[src/rtl/vid_wr_pkg.sv]
package vid_wr_pkg;

  localparam int FRAME_W = 32;
  localparam int CRC_W   = 8;
  localparam int BODY_W  = FRAME_W - CRC_W;

  typedef enum logic [2:0] {
    S_IDLE,
    S_CMD_REQ,
    S_CMD_WAIT,
    S_IFD,
    S_STS_REQ,
    S_STS_WAIT,
    S_RTY
  } vid_state_e;

  // Serial CRC8, MSB first, init 0; x^8 implied, mask bit k enables x^k.
  function automatic logic [CRC_W-1:0] crc8_body(input logic [BODY_W-1:0] body,
                                                 input logic [CRC_W-1:0]  mask);
    logic [CRC_W-1:0] r;
    logic fb;
    r = '0;
    for (int i = BODY_W-1; i >= 0; i--) begin
      fb = r[CRC_W-1] ^ body[i];
      r  = {r[CRC_W-2:0], 1'b0};
      if (fb) r = r ^ mask;
    end
    return r;
  endfunction

  function automatic logic [7:0] vote3(input logic [7:0] a, input logic [7:0] b,
                                       input logic [7:0] c);
    return (a & b) | (a & c) | (b & c);
  endfunction

endpackage

[src/rtl/vid_delay_timer.sv]
module vid_delay_timer #(
  parameter int CNT_W = 17
) (
  input  logic             clk,
  input  logic             rst_n,
  input  logic             load,
  input  logic [CNT_W-1:0] count,
  input  logic             sclk_tick,
  input  logic             tick,
  output logic             expired
);
  logic             active_q;
  logic             sclk_seen_q;
  logic [CNT_W-1:0] remain_q;

  assign expired = active_q && sclk_seen_q && (remain_q == '0);

  always_ff @(posedge clk or negedge rst_n) begin
    if (!rst_n) begin
      active_q    <= 1'b0;
      sclk_seen_q <= 1'b0;
      remain_q    <= '0;
    end else if (load) begin
      active_q    <= 1'b1;
      sclk_seen_q <= 1'b0;
      remain_q    <= count;
    end else if (active_q) begin
      if (expired)          active_q    <= 1'b0;
      else if (!sclk_seen_q) sclk_seen_q <= sclk_tick;
      else if (tick)        remain_q    <= remain_q - 1'b1;
    end
  end
endmodule

[src/rtl/vid_status_eval.sv]
module vid_status_eval
  import vid_wr_pkg::*;
(
  input  logic [FRAME_W-1:0] rx,
  input  logic               vote_en,
  input  logic               crc_chk_en,
  input  logic [CRC_W-1:0]   poly_mask,
  output logic [7:0]         status,
  output logic               crc_bad
);
  logic [CRC_W-1:0] rx_crc_calc;

  assign rx_crc_calc = crc8_body(rx[FRAME_W-1:CRC_W], poly_mask);
  assign crc_bad     = crc_chk_en && (rx_crc_calc != rx[CRC_W-1:0]);
  assign status      = vote_en ? vote3(rx[31:24], rx[23:16], rx[15:8]) : rx[31:24];
endmodule

[src/rtl/vid_write_ctrl.sv]
module vid_write_ctrl
  import vid_wr_pkg::*;
#(
  parameter int IFD_W = 17,
  parameter int RTY_W = 16,
  parameter int LIM_W = 5
) (
  input  logic               clk,
  input  logic               rst_n,
  input  logic               start,
  input  logic [FRAME_W-1:0] cmd_payload,
  input  logic               crc_gen_en,
  input  logic               crc_chk_en,
  input  logic               vote_en,
  input  logic [CRC_W-1:0]   poly_mask,
  input  logic [IFD_W-1:0]   ifd_setting,
  input  logic [RTY_W-1:0]   retry_delay,
  input  logic [LIM_W-1:0]   retry_limit,
  input  logic               tick_100ns,
  input  logic               sclk_tick,
  output logic               frm_req,
  output logic               frm_is_status,
  output logic [FRAME_W-1:0] frm_tx,
  input  logic               frm_done,
  input  logic [FRAME_W-1:0] frm_rx,
  output logic               busy,
  output logic               done,
  output logic [7:0]         status_out,
  output logic               err_flag
);
  localparam int TMR_W = (IFD_W > RTY_W) ? IFD_W : RTY_W;

  vid_state_e         state_q, state_d;
  logic [FRAME_W-1:0] cmd_q;
  logic [LIM_W-1:0]   tries_q;
  logic               done_q, err_q;
  logic [7:0]         status_q;

  // named internal events
  logic               start_ok;
  logic               sts_arrive;
  logic               sts_bad;
  logic               retry_go;
  logic               finish;
  logic               tmr_load;
  logic [TMR_W-1:0]   tmr_count;
  logic               tmr_expired;
  logic [7:0]         sts_resolved;
  logic [FRAME_W-1:0] cmd_frame;

  assign start_ok   = start && (state_q == S_IDLE);
  assign sts_arrive = (state_q == S_STS_WAIT) && frm_done;
  assign retry_go   = sts_arrive && sts_bad && (tries_q != retry_limit);
  assign finish     = sts_arrive && !retry_go;
  assign tmr_load   = ((state_q == S_CMD_WAIT) && frm_done) || retry_go;
  assign tmr_count  = (state_q == S_CMD_WAIT) ? TMR_W'(ifd_setting) : TMR_W'(retry_delay);

  assign cmd_frame = crc_gen_en
                   ? {cmd_q[FRAME_W-1:CRC_W], crc8_body(cmd_q[FRAME_W-1:CRC_W], poly_mask)}
                   : cmd_q;

  vid_status_eval u_eval (
    .rx         (frm_rx),
    .vote_en    (vote_en),
    .crc_chk_en (crc_chk_en),
    .poly_mask  (poly_mask),
    .status     (sts_resolved),
    .crc_bad    (sts_bad)
  );

  vid_delay_timer #(.CNT_W(TMR_W)) u_timer (
    .clk       (clk),
    .rst_n     (rst_n),
    .load      (tmr_load),
    .count     (tmr_count),
    .sclk_tick (sclk_tick),
    .tick      (tick_100ns),
    .expired   (tmr_expired)
  );

  always_comb begin
    state_d = state_q;
    unique case (state_q)
      S_IDLE:     if (start_ok) state_d = S_CMD_REQ;
      S_CMD_REQ:  state_d = S_CMD_WAIT;
      S_CMD_WAIT: if (frm_done) state_d = S_IFD;
      S_IFD:      if (tmr_expired) state_d = S_STS_REQ;
      S_STS_REQ:  state_d = S_STS_WAIT;
      S_STS_WAIT: if (retry_go) state_d = S_RTY;
                  else if (finish) state_d = S_IDLE;
      S_RTY:      if (tmr_expired) state_d = S_CMD_REQ;
      default:    state_d = S_IDLE;
    endcase
  end

  always_ff @(posedge clk or negedge rst_n) begin
    if (!rst_n) begin
      state_q  <= S_IDLE;
      cmd_q    <= '0;
      tries_q  <= '0;
      done_q   <= 1'b0;
      err_q    <= 1'b0;
      status_q <= '0;
    end else begin
      state_q <= state_d;
      done_q  <= finish;
      if (start_ok) begin
        cmd_q   <= cmd_payload;
        tries_q <= '0;
        err_q   <= 1'b0;
      end
      if (retry_go) tries_q <= tries_q + 1'b1;
      if (finish) begin
        status_q <= sts_resolved;
        err_q    <= sts_bad;
      end
    end
  end

  assign frm_req       = (state_q == S_CMD_REQ) || (state_q == S_STS_REQ);
  assign frm_is_status = (state_q == S_STS_REQ);
  assign frm_tx        = frm_is_status ? '0 : cmd_frame;
  assign busy          = (state_q != S_IDLE);
  assign done          = done_q;
  assign status_out    = status_q;
  assign err_flag      = err_q;
endmodule

[config.mk]
export PLATFORM = sky130hd
export DESIGN_NAME = vid_write_ctrl
export DESIGN_NICKNAME = d
export VERILOG_FILES = /design/src/rtl/vid_wr_pkg.sv /design/src/rtl/vid_delay_timer.sv /design/src/rtl/vid_status_eval.sv /design/src/rtl/vid_write_ctrl.sv
export SDC_FILE = /design/constraint.sdc
export NUM_CORES = 1
export LEC_CHECK = 0
export BUFFER_PORTS_ARGS = -buffer_cell sky130_fd_sc_hd__buf_2
export CAP_MARGIN = 30
export CORE_MARGIN = 3
export CORE_UTILIZATION = 40
export DETAILED_ROUTE_END_ITERATION = 16
export GPL_TIMING_DRIVEN = 0
export SLEW_MARGIN = 30
export SYNTH_ARGS = -nofsm -noshare
export SYNTH_HDL_FRONTEND = slang
export SYNTH_SLANG_ARGS = --single-unit
[constraint.sdc]
create_clock -name clk -period 20.2 [get_ports clk]
set_clock_uncertainty 0.2 [all_clocks]
set_input_delay 3.03 -clock clk [delete_from_list [all_inputs] [get_ports clk]]
set_output_delay 3.03 -clock clk [all_outputs]
set_load 0.1 [all_outputs]
==> key figures <==
STA
  • Final critical delay including setup and external delays: 19.18 ns
  • Final setup viols: 0
  • F_max: 0.0522 GHz
  • Transition time at the pin with the least slew margin: 1.01 ns
  • Worst Setup Slack, final: 1.02 ns
  • Max-slew headroom: 32.5%
  • Final TNS setup: 0 ns
  • Number of hold-slack violations in the final timing report: 0
  • Count of pins over their slew limit: 0
  • Tightest hold margin: 0.288 ns
  • RSZ-0062 raised after global routing: false
  • Final Cycle Share: 94.9%

Worst hold path
  • Worst min-delay path class: flop to flop
  • Hold_sp: cmd_q[4]$_DFFE_PN0P_

Clocking
  • Clock latency at the later pin of the worst-skew pair: 0.34 ns
  • Clock buffer depth: 2
  • Cts hold-fix bufs: 0
  • Setup repair bufs after CTS: 0
  • Clock tree from TritonCTS: done
  • # H-tree levels: 3
  • Num CTS Buffers: 9
  • CTS resizes: 0
  • Root buf cell: sky130_fd_sc_hd__clkbuf_16
  • Clk sinks: 69
  • Clock-pin slew of the registers on the worst-case setup and hold paths: 0.06 ns

Layout
  • Growth of design area from synthesis to finish: 12.6%
  • Fraction of final layout cells sized beyond drive strength 1: 15.6%
  • Commonest cells after routing, fill and taps aside: sky130_fd_sc_hd__nand2_1, sky130_fd_sc_hd__buf_2, sky130_fd_sc_hd__xnor2_1, sky130_fd_sc_hd__nor2_1, sky130_fd_sc_hd__a21oi_1
  • Most common cell after layout, fill and taps aside: sky130_fd_sc_hd__nand2_1
  • Ant diodes: 0
  • Final instance area: 16300 um2
  • NumNets Final: 2305

Synth
  • Synthesized netlist net count: 2133
  • Number of synthesized flops with an enable pin: 0
  • Leading cell types by total area after synthesis: sky130_fd_sc_hd__dfrtp_1, sky130_fd_sc_hd__xnor2_1, sky130_fd_sc_hd__nand2_1, sky130_fd_sc_hd__nor2_1, sky130_fd_sc_hd__a21oi_1
  • Main synth FF type: sky130_fd_sc_hd__dfrtp_1
  • Gate count after technology mapping: 2012
  • Share of flip-flops with an asynchronous set or reset: 100%
  • Mean post-synth cell area: 7.18 um2
  • Number of distinct library cell variants in the gate-level netlist after synthesis: 120
  • Area leader, netlist: sky130_fd_sc_hd__dfrtp_1
  • Cell area after synthesis: 14400 um2
  • Yosys reg bits: 69
  • Warnings, synthesis: 0
  • Sequential fraction of the synthesis area: 12.0%
  • Proportion of netlist area held by the largest area contributor: 12.0%

Floorplan
  • Die footprint: 38400 um2
  • Number of placement rows: 68
  • Initial core utilization: 41.2%
  • Die W: 196 um
  • Core area: 35100 um2
  • Die Y-Extent: 196 um
  • Top Ports: 164

Drt
  • Count of antenna-violating nets left after detailed routing: 0
  • Total via count after detailed routing: 16860
  • Total detailed-routing wirelength: 61.0 mm
  • Detail-routed net length per standard cell: 23.1 um
  • Detailed Routing Iterations Pass 1: 6
  • Vias per cell: 6.38
  • Detailed router's first-iteration violation count: 1780
  • DRC violations left: 0

Setup path
  • Destination of the worst register-to-register timing path: u_timer.remain_q[15]$_DFFE_PN0P_
  • Crit path launch: poly_mask[6]
  • CP startpoint kind: primary input
  • CP max stage cell: sky130_fd_sc_hd__xnor2_1
  • Capture point of the critical path: frm_tx[1]
  • Flop-to-flop setup slack: 16.65 ns
  • Max FO, Critical Path: 10
  • Data arrival time of the critical path: 15.95 ns
  • WS Path Type: primary input to primary output
  • Logic depth of the worst register-to-register path: 14
  • Category of the worst setup path capture point: primary output
  • Cell mode on critical path: sky130_fd_sc_hd__xnor2_1
  • Critical R2R Launch: u_timer.remain_q[0]$_DFFE_PN0P_
  • Largest stage delay on the critical path: 0.61 ns
  • Crit path required time: 16.97 ns

Global routing
  • Residual overflow from global routing: 0
  • Global-route wire length before repair: 92.7 mm
  • Pin count of the biggest net entering global routing: 45
  • Antenna violations before repair: 0
  • Via count of the first global-routing pass: 15611
  • Gr usage total: 30.4%

Place
  • Instance area at placement: 15900 um2
  • Number of buffer cells added on primary ports: 159
  • Setup slack at placement: 0.738 ns
  • Final estimated routing congestion in global placement: 1.00
  • Post-detail-place hpwl: 47.0 mm

Run status
  • Result of the run: complete, no violations

Run
  • Reported max-cap violation count: 0
per-stage QoR:
stage	cells	utilization (%)
3_3_place_gp	2626	45.1
2_1_floorplan	2012	-
3_5_place_dp	2628	45.2
4_1_cts	2644	46.3
6_report	2644	46.4
5_1_grt	2644	46.4
cell type report:
class,instances,area (um2)
Sequential cell,69,1730
Clock buffer,9,225
Clock inverter,7,145
Fill cell,3715,18800
Timing Repair Buffer,161,833
Multi-Input combinational cell,1755,12000
Buffer,166,717
Tap cell,455,569
Inverter,22,82.6
synth_stat cells, types with 11 or more instances:
cell type,number
sky130_fd_sc_hd__nor2_1,147
sky130_fd_sc_hd__and2_1,20
sky130_fd_sc_hd__o211ai_1,37
sky130_fd_sc_hd__a32oi_1,30
sky130_fd_sc_hd__o22ai_1,21
sky130_fd_sc_hd__nor2b_1,27
sky130_fd_sc_hd__a22oi_1,15
sky130_fd_sc_hd__buf_2,34
sky130_fd_sc_hd__a31oi_1,19
sky130_fd_sc_hd__a21o_1,18
sky130_fd_sc_hd__buf_1,24
sky130_fd_sc_hd__nand2_1,332
sky130_fd_sc_hd__o21a_1,17
sky130_fd_sc_hd__nand2b_1,21
sky130_fd_sc_hd__or2_2,11
sky130_fd_sc_hd__inv_1,17
sky130_fd_sc_hd__dfrtp_1,69
sky130_fd_sc_hd__nor3_1,40
sky130_fd_sc_hd__xnor3_1,15
sky130_fd_sc_hd__a21oi_1,108
sky130_fd_sc_hd__and3_1,11
sky130_fd_sc_hd__o2111ai_1,16
sky130_fd_sc_hd__o21ai_1,20
sky130_fd_sc_hd__o31ai_1,12
sky130_fd_sc_hd__or3_1,15
sky130_fd_sc_hd__xor2_1,61
sky130_fd_sc_hd__a211oi_1,48
sky130_fd_sc_hd__nor4_1,26
sky130_fd_sc_hd__mux2i_1,30
sky130_fd_sc_hd__o21ai_0,95
sky130_fd_sc_hd__nand4_1,20
sky130_fd_sc_hd__clkbuf_1,99
sky130_fd_sc_hd__nand3_1,66
sky130_fd_sc_hd__xnor2_1,183
metal layers:
metal / vias up / track usage [%] / part of all wire [%]
met5: - / 0.639 / 0
met4: 0 / 13.8 / 5.1
met3: 160 / 6.54 / 11
met2: 948 / 44.2 / 41
met1: 7991 / 42.9 / 43
li1: 7761 / - / -
how the worst min path moves through the flow:
stage | end | slack (ns) | depth (start not counted)
floorplan | cmd_q[4]$_DFFE_PN0P_ | 0.25 | 2
global placement | cmd_q[7]$_DFFE_PN0P_ | 0.26 | 2
detailed placement | cmd_q[7]$_DFFE_PN0P_ | 0.27 | 2
CTS | cmd_q[7]$_DFFE_PN0P_ | 0.29 | 2
global route | cmd_q[4]$_DFFE_PN0P_ | 0.32 | 2
finish | cmd_q[4]$_DFFE_PN0P_ | 0.29 | 2
cell families after synthesis:
family / count (synthesis) / synth area share (%)
mux: 49 / 3.77
buf+inv: 188 / 5.52
fa+ha+maj: 2 / 0.173
flops: 69 / 12.0
xor+xnor: 276 / 19.4
compound gates: 630 / 32.7
simple gates: 798 / 26.4
state kept, by name (all words and copies together), names as in the netlist:
signal,cells
u_timer.active_q,1
status_out,8
state_q,3
u_timer.remain_q,17
u_timer.sclk_seen_q,1
cmd_q,32
err_flag,1
tries_q,5
done,1
worst max-delay path, delay by kind of cell:
kind            cells  cell delay (ns)
simple gates        9             2.21
mux                 1             0.19
xor+xnor            8             3.01
compound gates     17             5.15
buf+inv             6             2.32
Power is left out: the tool's default activity adds up to more than one toggle a clock period on the data nets, which glitch-free logic cannot reach.
